$ cat config.mk
export PLATFORM = sky130hd
export DESIGN_NAME = iowd_top
export DESIGN_NICKNAME = d
export VERILOG_FILES = /design/src/rtl/iowd_pkg.sv /design/src/rtl/iowd_regs.sv /design/src/rtl/iowd_win_match.sv /design/src/rtl/iowd_size_sel.sv /design/src/rtl/iowd_top.sv
export SDC_FILE = /design/constraint.sdc
export NUM_CORES = 1
export LEC_CHECK = 0
export BUFFER_PORTS_ARGS = -buffer_cell sky130_fd_sc_hd__buf_2
export CAP_MARGIN = 25
export CORE_ASPECT_RATIO = 0.8
export CORE_MARGIN = 2
export CORE_UTILIZATION = 48
export CTS_CLUSTER_SIZE = 25
export DETAILED_ROUTE_END_ITERATION = 8
export PLACE_DENSITY = 0.73
export SLEW_MARGIN = 10
export SYNTH_ARGS = -nofsm -noshare
export SYNTH_HDL_FRONTEND = slang
export SYNTH_SLANG_ARGS = --single-unit
$ cat constraint.sdc
create_clock -name clk -period 6.8 [get_ports clk]
set_input_delay 1.36 -clock clk [delete_from_list [all_inputs] [get_ports clk]]
set_output_delay 1.36 -clock clk [all_outputs]
set_load 0.01 [all_outputs]
$ cat src/rtl/iowd_pkg.sv
package iowd_pkg;

    localparam int ADDR_W  = 16;
    localparam int BYTE_W  = 8;
    localparam int NIB_W   = 4;
    localparam int ADDR_BYTES = ADDR_W / BYTE_W;
    localparam int REGS_PER_WIN = 2 * ADDR_BYTES;

    // Per-window control nibble, bit 3 down to bit 0.
    typedef struct packed {
        logic wait1;    // bit 3: one extra wait on 16-bit cycles
        logic zws;      // bit 2: zero-wait on 8-bit cycles
        logic src_card; // bit 1: 16-bit indication taken from the card line
        logic size16;   // bit 0: 16-bit data path
    } win_ctrl_t;

    typedef struct packed {
        logic [ADDR_W-1:0] lo;
        logic [ADDR_W-1:0] hi;
    } win_range_t;

    typedef struct packed {
        logic is16;
        logic nows;
        logic wait1;
    } cyc_size_t;

    function automatic logic addr_inside(input logic [ADDR_W-1:0] a,
                                         input win_range_t r);
        return (a >= r.lo) && (a <= r.hi);
    endfunction

    function automatic cyc_size_t size_cycle(input win_ctrl_t c,
                                             input logic card_req16);
        cyc_size_t s;
        s.is16  = c.size16 & (c.src_card ? card_req16 : 1'b1);
        s.nows  = ~s.is16 & c.zws;
        s.wait1 = s.is16 & c.wait1;
        return s;
    endfunction

endpackage

$ cat src/rtl/iowd_regs.sv
module iowd_regs
    import iowd_pkg::*;
#(
    parameter int NUM_WIN = 2,
    parameter int IDX_W   = 5
) (
    input  logic                          clk,
    input  logic                          rst,
    input  logic                          we,
    input  logic [IDX_W-1:0]              idx,
    input  logic [BYTE_W-1:0]             wdata,
    output logic [BYTE_W-1:0]             rdata,
    output win_range_t [NUM_WIN-1:0]      ranges,
    output win_ctrl_t  [NUM_WIN-1:0]      ctrls,
    output logic [NUM_WIN-1:0]            enables
);
    localparam int NIBS_PER_BYTE = BYTE_W / NIB_W;
    localparam int CTRL_BYTES    = (NUM_WIN + NIBS_PER_BYTE - 1) / NIBS_PER_BYTE;
    localparam int CTRL_BASE     = NUM_WIN * REGS_PER_WIN;
    localparam int EN_IDX        = CTRL_BASE + CTRL_BYTES;

    logic [NUM_WIN-1:0][ADDR_W-1:0]    start_q;
    logic [NUM_WIN-1:0][ADDR_W-1:0]    stop_q;
    logic [CTRL_BYTES-1:0][BYTE_W-1:0] ctrl_q;
    logic [NUM_WIN-1:0]                en_q;

    always_ff @(posedge clk) begin
        if (rst) begin
            start_q <= '0;
            stop_q  <= '0;
            ctrl_q  <= '0;
            en_q    <= '0;
        end else if (we) begin
            for (int w = 0; w < NUM_WIN; w++) begin
                for (int b = 0; b < ADDR_BYTES; b++) begin
                    if (idx == IDX_W'(w * REGS_PER_WIN + b))
                        start_q[w][b*BYTE_W +: BYTE_W] <= wdata;
                    if (idx == IDX_W'(w * REGS_PER_WIN + ADDR_BYTES + b))
                        stop_q[w][b*BYTE_W +: BYTE_W] <= wdata;
                end
            end
            for (int c = 0; c < CTRL_BYTES; c++) begin
                if (idx == IDX_W'(CTRL_BASE + c))
                    ctrl_q[c] <= wdata;
            end
            if (idx == IDX_W'(EN_IDX))
                en_q <= wdata[NUM_WIN-1:0];
        end
    end

    always_comb begin
        rdata = '0;
        for (int w = 0; w < NUM_WIN; w++) begin
            for (int b = 0; b < ADDR_BYTES; b++) begin
                if (idx == IDX_W'(w * REGS_PER_WIN + b))
                    rdata = start_q[w][b*BYTE_W +: BYTE_W];
                if (idx == IDX_W'(w * REGS_PER_WIN + ADDR_BYTES + b))
                    rdata = stop_q[w][b*BYTE_W +: BYTE_W];
            end
        end
        for (int c = 0; c < CTRL_BYTES; c++) begin
            if (idx == IDX_W'(CTRL_BASE + c))
                rdata = ctrl_q[c];
        end
        if (idx == IDX_W'(EN_IDX)) begin
            for (int w = 0; w < NUM_WIN; w++)
                rdata[w] = en_q[w];
        end
    end

    for (genvar w = 0; w < NUM_WIN; w++) begin : g_unpack
        assign ranges[w].lo = start_q[w];
        assign ranges[w].hi = stop_q[w];
        assign ctrls[w]     = win_ctrl_t'(ctrl_q[w / NIBS_PER_BYTE][(w % NIBS_PER_BYTE)*NIB_W +: NIB_W]);
    end

    assign enables = en_q;

endmodule

$ cat src/rtl/iowd_win_match.sv
module iowd_win_match
    import iowd_pkg::*;
(
    input  logic [ADDR_W-1:0] addr,
    input  logic              aen,
    input  logic              enable,
    input  win_range_t        range,
    output logic              hit
);
    always_comb begin
        hit = enable & ~aen & addr_inside(addr, range);
    end
endmodule

$ cat src/rtl/iowd_size_sel.sv
module iowd_size_sel
    import iowd_pkg::*;
#(
    parameter int NUM_WIN = 2,
    parameter int SEL_W   = 1,
    parameter int WAIT_W  = 2
) (
    input  logic [NUM_WIN-1:0]       hits,
    input  win_ctrl_t [NUM_WIN-1:0]  ctrls,
    input  logic                     card_iois16_n,
    output logic                     any_hit,
    output logic [SEL_W-1:0]         sel,
    output cyc_size_t                size,
    output logic [WAIT_W-1:0]        wait_cnt
);
    win_ctrl_t chosen;

    // Lowest-numbered hitting window wins: scan downward so it is applied last.
    always_comb begin
        any_hit = 1'b0;
        sel     = '0;
        chosen  = '0;
        for (int w = NUM_WIN - 1; w >= 0; w--) begin
            if (hits[w]) begin
                any_hit = 1'b1;
                sel     = SEL_W'(w);
                chosen  = ctrls[w];
            end
        end
        size = any_hit ? size_cycle(chosen, ~card_iois16_n) : '0;
        wait_cnt = size.wait1 ? WAIT_W'(1) : '0;
    end
endmodule

$ cat src/rtl/iowd_top.sv
module iowd_top
    import iowd_pkg::*;
#(
    parameter int NUM_WIN = 2,
    parameter int IDX_W   = 5,
    parameter int WAIT_W  = 2,
    localparam int SEL_W  = (NUM_WIN > 1) ? $clog2(NUM_WIN) : 1
) (
    input  logic               clk,
    input  logic               rst,
    input  logic               reg_we,
    input  logic [IDX_W-1:0]   reg_idx,
    input  logic [7:0]         reg_wdata,
    output logic [7:0]         reg_rdata,
    input  logic [15:0]        io_addr,
    input  logic               aen,
    input  logic               card_iois16_n,
    output logic               io_hit,
    output logic [SEL_W-1:0]   win_sel,
    output logic               card_en_n,
    output logic               iocs16_n,
    output logic               nows_n,
    output logic [WAIT_W-1:0]  wait_cnt
);
    win_range_t [NUM_WIN-1:0] ranges;
    win_ctrl_t  [NUM_WIN-1:0] ctrls;
    logic       [NUM_WIN-1:0] enables;
    logic       [NUM_WIN-1:0] hits;
    cyc_size_t                size;
    logic                     any_hit;

    iowd_regs #(.NUM_WIN(NUM_WIN), .IDX_W(IDX_W)) u_regs (
        .clk     (clk),
        .rst     (rst),
        .we      (reg_we),
        .idx     (reg_idx),
        .wdata   (reg_wdata),
        .rdata   (reg_rdata),
        .ranges  (ranges),
        .ctrls   (ctrls),
        .enables (enables)
    );

    for (genvar w = 0; w < NUM_WIN; w++) begin : g_win
        iowd_win_match u_match (
            .addr   (io_addr),
            .aen    (aen),
            .enable (enables[w]),
            .range  (ranges[w]),
            .hit    (hits[w])
        );
    end

    iowd_size_sel #(.NUM_WIN(NUM_WIN), .SEL_W(SEL_W), .WAIT_W(WAIT_W)) u_size (
        .hits          (hits),
        .ctrls         (ctrls),
        .card_iois16_n (card_iois16_n),
        .any_hit       (any_hit),
        .sel           (win_sel),
        .size          (size),
        .wait_cnt      (wait_cnt)
    );

    assign io_hit    = any_hit;
    assign card_en_n = ~any_hit;
    assign iocs16_n  = ~size.is16;
    assign nows_n    = ~size.nows;

endmodule

# [Word level (Yosys, flattened, before mapping)]
# Cells that the tools add are included.
[totals] ff_bits=74 word_cells=67 input_bits=34
[op_classes] n_bitwise=13 mux=18 eq_ne=9 order_cmp=4 reduce_logical=13
[op_table] operator="two-way mux 8 bit" n=9
[op_table] operator=">= comparator 16 bit" n=2
[op_table] operator="less-or-equal comparator 16 bit" n=2
[op_table] operator="equality test 5 x 3 -> 1 bit, second input constant" n=4
[op_table] operator="AND reduction 2 bit" n=10
[op_table] operator="equality test 5 x 2 -> 1 bit, second input constant" n=2
[op_table] operator="equality test 5 x 4 -> 1 bit, second input constant" n=2
[op_table] operator="two-way mux 4 bit" n=2
[op_table] operator="AND 1 bit" n=7
[op_table] operator="inverter 1 bit" n=6
[op_table] operator="equality test 5 x 1 -> 1 bit, second input constant" n=1
[op_table] operator="logical NOT 5 bit" n=1
[op_table] operator="two-way mux 1 bit" n=5
[op_table] operator="two-way mux 3 bit" n=1
[op_table] operator="logical AND 1 bit" n=2
[op_table] operator="two-way mux 2 bit" n=1

# [Logic depth before layout (Yosys ltp)]
# Gate-level depths: netlist of the first run.
[logic_depth] depth_word=11 ltp_mapped=8

# [By module]
# From an unflattened synthesis of the first run, not the netlist that was laid out.
[unflattened] cells_unflattened=630 hier_area_um2=5355.1
[by_module_without_submodules] module="iowd_regs" instances=1 area_each_um2=3638.5 cells_each=389 seq_area_each_um2=1481.4
[by_module_without_submodules] module="iowd_win_match" instances=2 area_each_um2=804.5 cells_each=111 seq_area_each_um2=0.0
[by_module_without_submodules] module="iowd_size_sel" instances=1 area_each_um2=96.3 cells_each=16 seq_area_each_um2=0.0
[by_module_without_submodules] module="iowd_top" instances=1 area_each_um2=11.3 cells_each=3 seq_area_each_um2=0.0

# [Worst setup path after synthesis of the first run]
# No wires, ideal clock.
[synth_path] path_type="input to output" startpoint="input port io_addr[14]" endpoint="output port wait_cnt[0]" cell_stages=7 path_slack_ns=1.948 n_path_buf=0 arrival_ns=3.492 cell_sequence="ha_1 > a21oi_1 > a21boi_1 > or4b_1 > or4_4 > a211oi_4 > mux2_4"
[synth_between] elab_chain_cells=10 word_cells_on_any_way=17
[synth_lines] element="start: declaration" line="iowd_top.sv:15" source="input logic [15:0] io_addr,"
[synth_lines] element=">= comparator 16 bit / less-or-equal comparator 16 bit (equally long branches)" line="iowd_pkg.sv:30" source="return (a >= r.lo) && (a <= r.hi);"
[synth_lines] element="logical AND 1 bit" line="iowd_pkg.sv:30"
[synth_lines] element="AND 1 bit" line="iowd_win_match.sv:11" source="hit = enable & ~aen & addr_inside(addr, range);"
[synth_lines] element="two-way mux 4 bit (2 in series)" line="iowd_size_sel.sv:24" source="if (hits[w]) begin"
[synth_lines] element="two-way mux 1 bit" line="iowd_pkg.sv:36" source="s.is16 = c.size16 & (c.src_card ? card_req16 : 1'b1);"
[synth_lines] element="AND 1 bit" line="iowd_pkg.sv:36"
[synth_lines] element="AND 1 bit" line="iowd_pkg.sv:38" source="s.wait1 = s.is16 & c.wait1;"
[synth_lines] element="two-way mux 3 bit (*)" line="iowd_size_sel.sv:30" source="size = any_hit ? size_cycle(chosen, ~card_iois16_n) : '0;"
[synth_lines] element="two-way mux 1 bit (*)" line="iowd_size_sel.sv:31" source="wait_cnt = size.wait1 ? WAIT_W'(1) : '0;"
[synth_lines] element="end: declaration" line="iowd_top.sv:23" source="output logic [WAIT_W-1:0] wait_cnt"
# Mark *: on every way between the ends. The rest lies on a longest branch, timed or not.

# [Final worst setup path of the first run]
# Ends and elaborated chain as after synthesis.

==> implementation parameters, run 1 <==
Parameter                              Value

Clock tree
  H-Tree Level Count ... 3
  Number of hold buffers added after CTS ... 0
  Clock-pin transition on the worst setup and hold timing paths ... roughly 0.06 ns
  # Post-CTS Setup Buffers ... 0
  Clock tree from TritonCTS ... done
  Clock latency on the worst-skew pair ... between 0.3 and 0.4 ns
  Number of resized instances in the post-cts repair step ... 0
  Cts bufs inserted ... 9
  Clock Path Buffers ... 2
  Clock Sinks ... 74
  Clock Root Buffer ... sky130_fd_sc_hd__clkbuf_16

Synthesis
  Number of warning messages in the yosys log ... 0
  Xor-xnor portion of the synthesized cell area ... 0
  Main combinational cell family by area after synthesis ... simple AND/OR/NAND/NOR gates
  Syn_nets ... approximately 700
  Most common flop cell mapped by yosys ... sky130_fd_sc_hd__dfxtp_1
  Yosys top cell by area ... sky130_fd_sc_hd__dfxtp_1
  Area share of the leading cell type in the synthesized netlist ... 0.293
  Cell types with the largest area share after synthesis ... sky130_fd_sc_hd__dfxtp_1, sky130_fd_sc_hd__ha_1, sky130_fd_sc_hd__mux2i_1
  Share of synthesized area spent on multiplexers ... 0.169
  Mean post-synth cell area ... 8.37 um2
  Post-synthesis share of cell area spent on and, or, nand and nor gates ... 0.181
  Share of synthesized area occupied by flip-flops and latches ... 0.293
  Synthesized-area fraction occupied by ao, oa, aoi and oai cells ... 0.126
  Flop and latch count out of synthesis ... 74
  Synth unique cells ... 52
  Total standard cell area after synthesis ... around 5100 um2
  Count of flip-flops with a built-in enable after synthesis ... 0
  Share of flip-flops with an asynchronous set or reset after synthesis ... 0
  Cell count after synthesis ... roughly 610
  Arithmetic-cell share of the synthesized area counting full adders, half adders and majority gates ... 0.158

Timing
  Final worst path period need ... approximately 5.3 ns
  Share of the cycle needed by the critical path after routing ... 0.784
  Setup violations, final ... 0
  Final hold viol count ... 0
  Number of max-slew violations in the final report ... 0
  Final clock skew ... 0 ns
  Actual slew at the worst max-slew pin ... between 0.7 and 0.8 ns
  Post-route setup TNS ... 0 ns
  Top achievable clock speed ... ~190 MHz
  Final setup slack of the worst path ... about 1.5 ns
  Unrepaired setup endpoints after global routing ... false
  Worst slew margin relative to its limit ... 0.468

Finish
  Count of nets after finishing ... roughly 730
  Share of layout cells above drive strength 1 ... 0.130
  Final std cell area, no fill ... roughly 5700 um2
  Fill cell total of the finished layout ... 1,009
  Synth-to-layout area growth ... 12.9%

Power and ir drop
  Peak supply drop ... around 110 uV
  Cell area power density ... around 190 nW/um2
  Leak Pwr ... ~2.2 nW

Die
  Top-level port count ... 49
  Height of the chip ... around 96 um
  Initial cell density of the core ... 0.494
  Number of cell rows ... 33
  Chip width ... roughly 120 um
  Area enclosed by the die boundary ... around 11,000 um2
  Core ar. ... approximately 10,000 um2

Setup path
  Required time of the critical path ... 5.44 ns
  Startpoint types ... input pin
  Crit end category ... primary output
  Critical setup path kind ... input pin to primary output
  Logic depth of the worst register-to-register path ... 2
  Data arrival time at the worst-slack endpoint ... slightly below 4 ns
  Worst-path fanout max ... 6

Drt
  Vias per inst ... slightly below 6
  Routed wire per std cell ... between 15 and 20 um
  Total wire length after detailed routing ... between 15,000 and 20,000 um
  Number of vias after detailed routing ... between 4,000 and 5,000
  DR DRC count ... 0
  Count of antenna-violating nets left after detailed routing ... 0
  First-pass iteration count of the detailed router ... 5
  Starting DRT DRC Count ... about 490

GRT
  Wire length of the first global-routing pass ... between 20,000 and 25,000 um
  Overall global routing resource usage ... 0.277
  Global-route met2 utilization ... 0.438
  Routing usage on met3 ... 0.0699
  Via count of the first global-routing pass ... approximately 4,400
  Maximum number of pins on one net before global-route repair ... 75
  Peak-usage layer in the global routing report ... met2
  Global routing usage on met1 ... 0.372
  Number of antenna violations at the first check in global routing ... 0
  GRT overflow ... 0

Place
  Setup slack after placement ... around 1.5 ns
  Total half-perimeter wirelength after legalization and detailed placement ... 11,500 um
  Number of input and output port buffers inserted ... 47
  Weighted congestion reported at the end of routability-driven placement ... between 0.9 and 1
  Instance area at placement ... around 5400 um2

Min path
  Path class of the lowest-slack min-delay path ... flip-flop to flip-flop
  Hold path cells ... 2

Job
  Max-Cap Viols ... 0

Outcome
  Run status ... finished clean
worst paths after layout:
| check | end | from | slack [ns] |
|---|---|---|---|
| setup / recovery | wait_cnt[0] | io_addr[14] | 1.47 |
| hold / removal | u_regs.ctrls[7] | u_regs.ctrls[7] | 0.47 |
| hold reg to reg | u_regs.ctrls[7] | u_regs.ctrls[7] | 0.47 |
| setup reg to reg | u_regs.enables[1] | u_regs.enables[1] | 6.06 |
placed cells by master, fill, tap and decap left out, types with 3 or more instances in the layout:
cell and count:
sky130_fd_sc_hd__a211oi_1 6, sky130_fd_sc_hd__o21ai_0 11, sky130_fd_sc_hd__ha_1 64, sky130_fd_sc_hd__nand4_1 11, sky130_fd_sc_hd__and3_1 6, sky130_fd_sc_hd__nand2b_1 5
sky130_fd_sc_hd__mux2i_1 68, sky130_fd_sc_hd__mux4_2 7, sky130_fd_sc_hd__inv_1 62, sky130_fd_sc_hd__a22oi_1 8, sky130_fd_sc_hd__nand3_1 26, sky130_fd_sc_hd__clkbuf_16 9
sky130_fd_sc_hd__nor2_1 75, sky130_fd_sc_hd__nor3_1 7, sky130_fd_sc_hd__nand2_1 44, sky130_fd_sc_hd__a21o_1 6, sky130_fd_sc_hd__buf_4 5, sky130_fd_sc_hd__o221ai_1 6
sky130_fd_sc_hd__buf_2 47, sky130_fd_sc_hd__o211ai_1 3, sky130_fd_sc_hd__a21oi_1 39, sky130_fd_sc_hd__and2_1 4, sky130_fd_sc_hd__dfxtp_1 74, sky130_fd_sc_hd__nor2b_1 5
power by group:
| part | leakage, nW | internal [mW] | total (mW) | switching [mW] |
|---|---|---|---|---|
| sequential | 0.596 | 0.437 | 0.440 | 0.00280 |
| clock | 0.147 | 0.317 | 0.502 | 0.185 |
| combinational | 1.46 | 0.0439 | 0.123 | 0.0793 |
final cells by class:
type | count | area, um2 | area share
multi-input combinational | 435 | 3220 | 0.564
sequential | 74 | 1480 | 0.259
timing repair buffer | 54 | 295 | 0.0517
inverter | 62 | 233 | 0.0407
clock buffer | 9 | 225 | 0.0394
tap | 140 | 175 | 0.0307
clock inverter | 5 | 81.3 | 0.0142
antenna | 1 | 2.50 | 0.000438
state kept, by name (all words and copies together) (netlist names):
register        cells
u_regs.enables      2
u_regs.ctrls        8
u_regs.ranges      64
synth_stat cells, types with 7 or more instances:
library cell	n
sky130_fd_sc_hd__dfxtp_1	74
sky130_fd_sc_hd__nand3_1	26
sky130_fd_sc_hd__o21ai_0	11
sky130_fd_sc_hd__a22oi_1	8
sky130_fd_sc_hd__nand2_1	44
sky130_fd_sc_hd__inv_1	62
sky130_fd_sc_hd__a21oi_1	39
sky130_fd_sc_hd__nor3_1	7
sky130_fd_sc_hd__mux4_2	7
sky130_fd_sc_hd__nor2_1	75
sky130_fd_sc_hd__ha_1	64
sky130_fd_sc_hd__nand4_1	11
sky130_fd_sc_hd__clkbuf_1	30
sky130_fd_sc_hd__mux2i_1	68
through the flow:
step                total power [mW]  instances  utilization  hold slack, ns
floorplan                      0.525        605            -           0.436
global placement               0.565        763        0.526           0.457
detailed placement             0.569        765        0.528           0.463
CTS                             1.07        779        0.558           0.472
global route                    1.10        779        0.558           0.493
finish                          1.06        780        0.558           0.472
per-layer routing:
| metal | part of all wire | wire, um |
|---|---|---|
| met4 | 0.023 | 345 |
| met1 | 0.45 | 6840 |
| met2 | 0.44 | 6610 |
| met3 | 0.089 | 1350 |
| met5 | 0 | 0 |
worst max-delay path, stage by stage:
cell,delay (ns)
sky130_fd_sc_hd__buf_2,0.13
sky130_fd_sc_hd__ha_1,0.33
sky130_fd_sc_hd__a21oi_1,0.16
sky130_fd_sc_hd__a21boi_1,0.08
sky130_fd_sc_hd__or4b_1,0.51
sky130_fd_sc_hd__or4_4,0.52
sky130_fd_sc_hd__a211oi_4,0.41
sky130_fd_sc_hd__mux2_4,0.33
sky130_fd_sc_hd__buf_2,0.14
cells by family (layout without fill, tap and decap cells):
logic type / count (synthesis) / in the layout
buffers and inverters: 96 / 130
flip-flops: 74 / 74
other: 1 / 2
AND/OR/NAND/NOR: 196 / 196
AO/OA/AOI/OAI: 98 / 98
multiplexers: 76 / 76
adder cells (fa/ha/maj): 64 / 64
Power figures use the tool's default switching activity.
==> run 2: changes to the inputs <==
- PLACE_DENSITY: 0.73 -> 0.75
- clock period: 6.8 -> 4.9 ns (I/O delays scaled with it)
==> run 2 against run 1 <==
  * Critical path depth stayed put
  * Wire length grew 0.96%
  * Sequential share of layout area grew 0.15 points
  * Clock power is 31% higher
  * Global-route usage up 0.13 points
  * Cell count grew 0.13%
  * Combinational power up 40%
  * Flip-flop and latch count did not move
  * Critical endpoint unchanged
  * Largest power group unchanged
==> implementation parameters, run 2 (synthesized netlist as in run 1, its figures left out) <==
Parameter                              Value

Setup path
  Critical setup path kind ... input pin to primary output
  Logic depth of the worst register-to-register path ... 2 (unchanged)
  Crit path largest cell delay ... 0.51 ns (about the same)
  Cell repeated most along the worst path ... sky130_fd_sc_hd__buf_2
  Crit end category ... primary output
  Critical-path cell with the highest stage delay ... sky130_fd_sc_hd__or4b_1
  Slack of the worst reg-to-reg path ... 4.16 ns (-1.90 ns)
  Worst-path fanout max ... 6 (unchanged)
  Required time of the critical path ... 3.92 ns (-1.52 ns)
  Cells along the critical path ... buf_2, ha_1, a21oi_1, a21boi_1, or4b_1, or4_4, a211oi_4, mux2_4, buf_2
  Data arrival time at the worst-slack endpoint ... 3.58 ns (-0.39 ns)
  Startpoint types ... input pin
  Startpoint of the lowest-slack register-to-register path ... u_regs.enables[0]
  Reg-to-reg critical path endpoint ... u_regs.enables[0]

Die
  Top-level port count ... 49 (unchanged)
  Number of cell rows ... 33 (unchanged)
  Area enclosed by the die boundary ... 11,400 um2 (unchanged)
  Height of the chip ... 95.9 um (unchanged)
  Core ar. ... 10,200 um2 (unchanged)
  Chip width ... 119 um (unchanged)
  Initial cell density of the core ... 0.494 (unchanged)

Timing
  Unrepaired setup endpoints after global routing ... false
  Top achievable clock speed ... approximately 220 MHz
  Final setup slack of the worst path ... 0.342 ns (-1.13 ns)
  Actual slew at the worst max-slew pin ... 0.788 ns (-0.00900 ns)
  Number of max-slew violations in the final report ... 0 (unchanged)
  Setup violations, final ... 0 (unchanged)
  Final worst path period need ... between 4 and 5 ns
  Post-route setup TNS ... 0 ns (unchanged)
  Final hold viol count ... 0 (unchanged)
  Share of the cycle needed by the critical path after routing ... 0.930
  Final clock skew ... 0 ns (unchanged)
  Worst slew margin relative to its limit ... 0.474 (+0.00600)

Power and ir drop
  Switching pwr ... 379 uW (+42%)
  Proportion of power drawn by the clock network ... 0.456 (-0.015)
  Sequential fraction of design power ... 0.424 (+0.011)
  Leak Pwr ... 2.19 nW (-0.64%)
  Cell area power density ... 253 nW/um2 (+36%)
  Proportion of power drawn by combinational gates ... 0.120 (+0.004)
  Peak supply drop ... 131 uV (+23%)
  Pwr Total ... 1.44 mW (+35%)
  Net switching share of the total power ... 0.263 (+0.0127)
  Internal Dissipation ... 1.06 mW (+33%)

Place
  Setup slack after placement ... 0.365 ns (-1.14 ns)
  Total half-perimeter wirelength after legalization and detailed placement ... 11,400 um (-1.1%)
  Number of input and output port buffers inserted ... 47 (unchanged)
  Weighted congestion reported at the end of routability-driven placement ... 0.960 (+5.2%)

Drt
  Starting DRT DRC Count ... 489 (+0.20%)
  DR DRC count ... 0 (unchanged)
  Routed wire per std cell ... 19.6 um (+0.84%)
  Number of vias after detailed routing ... 4,606 (+0.13%)
  Count of antenna-violating nets left after detailed routing ... 0 (unchanged)
  Total wire length after detailed routing ... 15,300 um (+0.96%)
  Vias per inst ... 5.90 (about the same)
  First-pass iteration count of the detailed router ... 5 (unchanged)

Clock tree
  Clock-pin transition on the worst setup and hold timing paths ... 0.06 ns (about the same)
  Clock latency on the worst-skew pair ... 0.34 ns (about the same)
  Clock Path Buffers ... 2 (unchanged)
  Clock tree from TritonCTS ... done
  Number of resized instances in the post-cts repair step ... 0 (unchanged)
  Clock Sinks ... 74 (unchanged)
  Cts bufs inserted ... 9 (unchanged)
  Number of hold buffers added after CTS ... 0 (unchanged)
  Clock Root Buffer ... sky130_fd_sc_hd__clkbuf_16
  H-Tree Level Count ... 3 (unchanged)
  # Post-CTS Setup Buffers ... 0 (unchanged)

GRT
  Overall global routing resource usage ... 0.279 (+0.00133)
  Wire length of the first global-routing pass ... 24,000 um (-0.15%)
  Number of antenna violations at the first check in global routing ... 0 (unchanged)
  GRT overflow ... 0 (unchanged)
  Maximum number of pins on one net before global-route repair ... 75 (unchanged)
  Via count of the first global-routing pass ... 4,467 (+0.77%)

Finish
  Number of flip-flops under the largest register name ... 64 (unchanged)
  Count of nets after finishing ... 734 (unchanged)
  Fill cell total of the finished layout ... 1,007 (-0.20%)
  Synth-to-layout area growth ... 12.2%
  Commonest cells after routing, fill and taps aside ... sky130_fd_sc_hd__nor2_1, sky130_fd_sc_hd__dfxtp_1, sky130_fd_sc_hd__mux2i_1, sky130_fd_sc_hd__ha_1, sky130_fd_sc_hd__inv_1
  Leading cell type in the layout, fill and taps excluded ... sky130_fd_sc_hd__nor2_1
  Share of layout cells above drive strength 1 ... 0.128 (-0.00197)
  Antenna diode instance count ... 0 (-1)

Job
  Max-Cap Viols ... 0 (unchanged)

Min path
  Hold path cells ... 2 (unchanged)
  Path class of the lowest-slack min-delay path ... flip-flop to flip-flop
  Worst Hold Path EP ... u_regs.ranges[33]
  Hold path startpoint ... u_regs.ranges[33]

Outcome
  Run status ... finished clean
[run 2: changes by cell type in the layout (fill, tap and decap cells not counted)]
cell | before | now
sky130_fd_sc_hd__clkinv_2 | 1 | 2
sky130_fd_sc_hd__buf_6 | 2 | 0
sky130_fd_sc_hd__nor3b_2 | 1 | 0
sky130_fd_sc_hd__buf_4 | 5 | 7
sky130_fd_sc_hd__bufinv_16 | 2 | 1
sky130_fd_sc_hd__nor3b_1 | 0 | 1
sky130_fd_sc_hd__diode_2 | 1 | 0
sky130_fd_sc_hd__clkinv_4 | 1 | 0
sky130_fd_sc_hd__clkinvlp_4 | 1 | 2
sky130_fd_sc_hd__clkbuf_1 | 0 | 2
[run 2: worst max-delay path by stage]
stage / startpoint / endpoint / slack, ns / cells after the start
after CTS: io_addr[14] / wait_cnt[0] / 0.37 / 9
after floorplan: io_addr[14] / wait_cnt[0] / 0.81 / 7
after global routing: io_addr[14] / wait_cnt[0] / 0.26 / 9
after detailed placement: io_addr[14] / wait_cnt[0] / 0.37 / 9
after global placement: io_addr[14] / wait_cnt[0] / 0.40 / 9
final: io_addr[14] / wait_cnt[0] / 0.34 / 9
[run 2: power groups by stage]
stage	Combinational (mW)	Sequential (mW)	Clock [mW]
3_3_place_gp	0.161	0.623	0
6_report	0.172	0.610	0.657
2_1_floorplan	0.107	0.622	0
5_1_grt	0.188	0.610	0.691
3_5_place_dp	0.167	0.623	0
4_1_cts	0.168	0.610	0.662
[run 2: cell type report]
type | count | area [um2] | share of cell area
multi-input cells | 435 | 3220 | 0.566
flip-flops and latches | 74 | 1480 | 0.261
repair buffers | 54 | 288 | 0.0507
clock buffers | 11 | 233 | 0.0410
inverters | 62 | 233 | 0.0410
well taps | 140 | 175 | 0.0308
clock inverters | 5 | 55.1 | 0.00969
[run 2: routing by layer]
metal	global-route usage	vias up	wire length (um)
li1	-	2179	-
met1	0.383	2174	6970
met2	0.434	220	6590
met3	0.0575	33	1340
met4	0.104	0	390
met5	0	-	0
[run 2: through the flow]
| step | area, um2 | hold slack (ns) | util | cells |
|---|---|---|---|---|
| after floorplan | 5060 | 0.436 | - | 605 |
| after global placement | 5390 | 0.452 | 0.527 | 765 |
| after detailed placement | 5390 | 0.457 | 0.527 | 765 |
| after CTS | 5680 | 0.466 | 0.555 | 781 |
| after global routing | 5680 | 0.494 | 0.555 | 781 |
| final | 5680 | 0.469 | 0.555 | 781 |
[run 2: worst max-delay path, delay by kind of cell]
family | cells | cell delay [ns]
multiplexers | 1 | 0.33
adder cells (fa/ha/maj) | 1 | 0.33
AO/OA/AOI/OAI | 3 | 0.64
buffers and inverters | 2 | 0.27
AND/OR/NAND/NOR | 2 | 1.02
==> run 3: changes to the inputs <==
- CORE_ASPECT_RATIO: 0.8 -> 0.75
- PLACE_DENSITY: 0.75 -> 0.73
- clock period: 4.9 -> 5.4 ns (I/O delays scaled with it)
==> run 3 against run 2 <==
  * Register-to-register slack improved by 0.50 ns
  * Global-route usage fell by 0.51 points
  * Sequential power fell by 9.2%
  * Clock-buffer cell count fell by 1
  * Non-clock buffer count did not move
  * Worst setup slack improved by 0.35 ns
  * Critical path depth did not move
  * Core utilization fell by 0.40 points
  * Cell count fell by 0.77%
==> implementation parameters, run 3 (synthesized netlist as in run 1, its figures left out) <==
Parameter                              Value

Clock tree
  Clock-pin transition on the worst setup and hold timing paths ... 0.06 ns (about the same)
  Clock Path Buffers ... 2 (unchanged)
  Clock latency on the worst-skew pair ... 0.34 ns (about the same)
  Number of resized instances in the post-cts repair step ... 0 (unchanged)
  Clock Sinks ... 74 (unchanged)
  # Post-CTS Setup Buffers ... 0 (unchanged)
  Cts bufs inserted ... 9 (unchanged)
  Number of hold buffers added after CTS ... 0 (unchanged)
  Clock Root Buffer ... sky130_fd_sc_hd__clkbuf_16
  Clock tree from TritonCTS ... done
  H-Tree Level Count ... 3 (unchanged)

Finish
  Share of layout cells above drive strength 1 ... 0.128 (+0.000400)
  Synth-to-layout area growth ... 11.9%
  Commonest cells after routing, fill and taps aside ... sky130_fd_sc_hd__nor2_1, sky130_fd_sc_hd__dfxtp_1, sky130_fd_sc_hd__mux2i_1, sky130_fd_sc_hd__ha_1, sky130_fd_sc_hd__inv_1
  Leading cell type in the layout, fill and taps excluded ... sky130_fd_sc_hd__nor2_1
  Count of placed standard cells in the final layout, fillers left out ... 775 (-0.77%)
  Util after Layout ... 0.551 (-0.00404)
  Fill cell total of the finished layout ... 939 (-6.8%)
  Antenna diode instance count ... 0 (unchanged)
  Number of flip-flops under the largest register name ... 64 (unchanged)
  Count of nets after finishing ... 734 (unchanged)

Place
  Number of input and output port buffers inserted ... 47 (unchanged)
  Weighted congestion reported at the end of routability-driven placement ... 0.943 (-1.8%)
  Post-Place Cells ... 761 (-0.52%)
  Total half-perimeter wirelength after legalization and detailed placement ... 11,000 um (-3.1%)

Drt
  Vias per inst ... 5.94 (+0.64%)
  DR DRC count ... 0 (unchanged)
  First-pass iteration count of the detailed router ... 5 (unchanged)
  Routed wire per std cell ... 19.0 um (-2.7%)
  Routed met3 length ... 1270 um (-5.4%)
  Count of antenna-violating nets left after detailed routing ... 0 (unchanged)
  Uppermost metal layer occupied by signal nets ... met4
  Met2 wirelength from detailed routing ... 6370 um (-3.4%)
  Number of vias after detailed routing ... 4,600 (-0.13%)
  Starting DRT DRC Count ... 455 (-7.0%)
  Detailed-routing wirelength on met1 ... 6860 um (-1.6%)
  Total wire length after detailed routing ... 14,800 um (-3.5%)

Die
  Top-level port count ... 49 (unchanged)
  Chip width ... 123 um (+3.2%)
  Number of cell rows ... 32 (-3.0%)
  Area enclosed by the die boundary ... 11,400 um2 (about the same)
  Initial cell density of the core ... 0.492 (-0.00240)
  Core ar. ... 10,300 um2 (+0.49%)
  Height of the chip ... 92.9 um (-3.0%)

Timing
  Unrepaired setup endpoints after global routing ... false
  Top achievable clock speed ... approximately 210 MHz
  Worst slew margin relative to its limit ... 0.474 (about the same)
  Final worst path period need ... roughly 4.7 ns
  Final hold viol count ... 0 (unchanged)
  Share of the cycle needed by the critical path after routing ... 0.871
  Post-route setup TNS ... 0 ns (unchanged)
  Number of max-slew violations in the final report ... 0 (unchanged)
  Final clock skew ... 0 ns (unchanged)
  Setup violations, final ... 0 (unchanged)
  Actual slew at the worst max-slew pin ... 0.789 ns (+0.000643 ns)

Power and ir drop
  Leak Pwr ... 2.19 nW (+0.15%)
  Pwr Total ... 1.28 mW (-11%)
  Peak supply drop ... 197 uV (+50%)
  Cell area power density ... 227 nW/um2 (-10%)

Setup path
  Crit path largest cell delay ... 0.50 ns (about the same)
  Cells along the critical path ... buf_2, ha_1, a21oi_1, a21boi_1, or4b_1, or4_4, a211oi_4, mux2_4, buf_2
  Critical setup path kind ... input pin to primary output
  Required time of the critical path ... 4.32 ns (+0.40 ns)
  Cell repeated most along the worst path ... sky130_fd_sc_hd__buf_2
  Crit end category ... primary output
  Worst-path fanout max ... 6 (unchanged)
  Slack of the worst reg-to-reg path ... 4.66 ns (+0.50 ns)
  Startpoint types ... input pin
  Data arrival time at the worst-slack endpoint ... 3.62 ns (+0.04 ns)
  Critical-path cell with the highest stage delay ... sky130_fd_sc_hd__or4_4
  Critical path buffer and inverter count ... 2 (unchanged)
  Worst path top cell family by delay ... simple AND/OR/NAND/NOR gates

GRT
  Maximum number of pins on one net before global-route repair ... 75 (unchanged)
  GRT overflow ... 0 (unchanged)
  Number of antenna violations at the first check in global routing ... 0 (unchanged)
  Wire length of the first global-routing pass ... 23,400 um (-2.4%)
  Overall global routing resource usage ... 0.274 (-0.00507)
  Via count of the first global-routing pass ... 4,434 (-0.74%)

Min path
  Path class of the lowest-slack min-delay path ... flip-flop to flip-flop

Job
  Max-Cap Viols ... 0 (unchanged)

Outcome
  Run status ... finished clean
[run 3: cell type report]
type                            count  area (um2)  share of cell area
Tap cell                          136         170              0.0300
Sequential cell                    74        1480               0.261
Clock buffer                       10         229              0.0404
Inverter                           62         233              0.0411
Multi-Input combinational cell    435        3220               0.568
Timing Repair Buffer               54         288              0.0508
Clock inverter                      4        45.0             0.00795
[run 3: worst paths after layout]
kind,from,end,cells past startpoint
hold / removal,u_regs.ranges[33],u_regs.ranges[33],2
hold reg to reg,u_regs.ranges[33],u_regs.ranges[33],2
setup reg to reg,u_regs.enables[1],u_regs.enables[1],2
setup / recovery,io_addr[14],wait_cnt[0],9
[run 3: power breakdown]
part	internal, mW	leakage [nW]	total (mW)	switching [mW]
clock	0.350	0.138	0.576	0.226
sequential	0.550	0.596	0.554	0.00344
combinational	0.0551	1.46	0.155	0.100
total	0.955	2.19	1.28	0.330
[run 3: layer usage]
metal,up-vias,track usage
met5,-,0
met4,0,0.0833
met3,29,0.0659
met2,238,0.414
met1,2158,0.383
li1,2175,-
[run 3: tightest hold or removal path: stages, from the launching register on]
cell	delay, ns
sky130_fd_sc_hd__dfxtp_1	0.31
sky130_fd_sc_hd__nand2_1	0.05
sky130_fd_sc_hd__a21oi_1	0.05
[run 3: per-stage QoR]
| step | setup slack [ns] | hold WS [ns] | cell area, um2 |
|---|---|---|---|
| after floorplan | 1.11 | 0.436 | 5060 |
| after global placement | 0.711 | 0.447 | 5380 |
| after detailed placement | 0.686 | 0.457 | 5390 |
| after CTS | 0.702 | 0.466 | 5670 |
| after global routing | 0.577 | 0.489 | 5670 |
| final | 0.695 | 0.469 | 5670 |
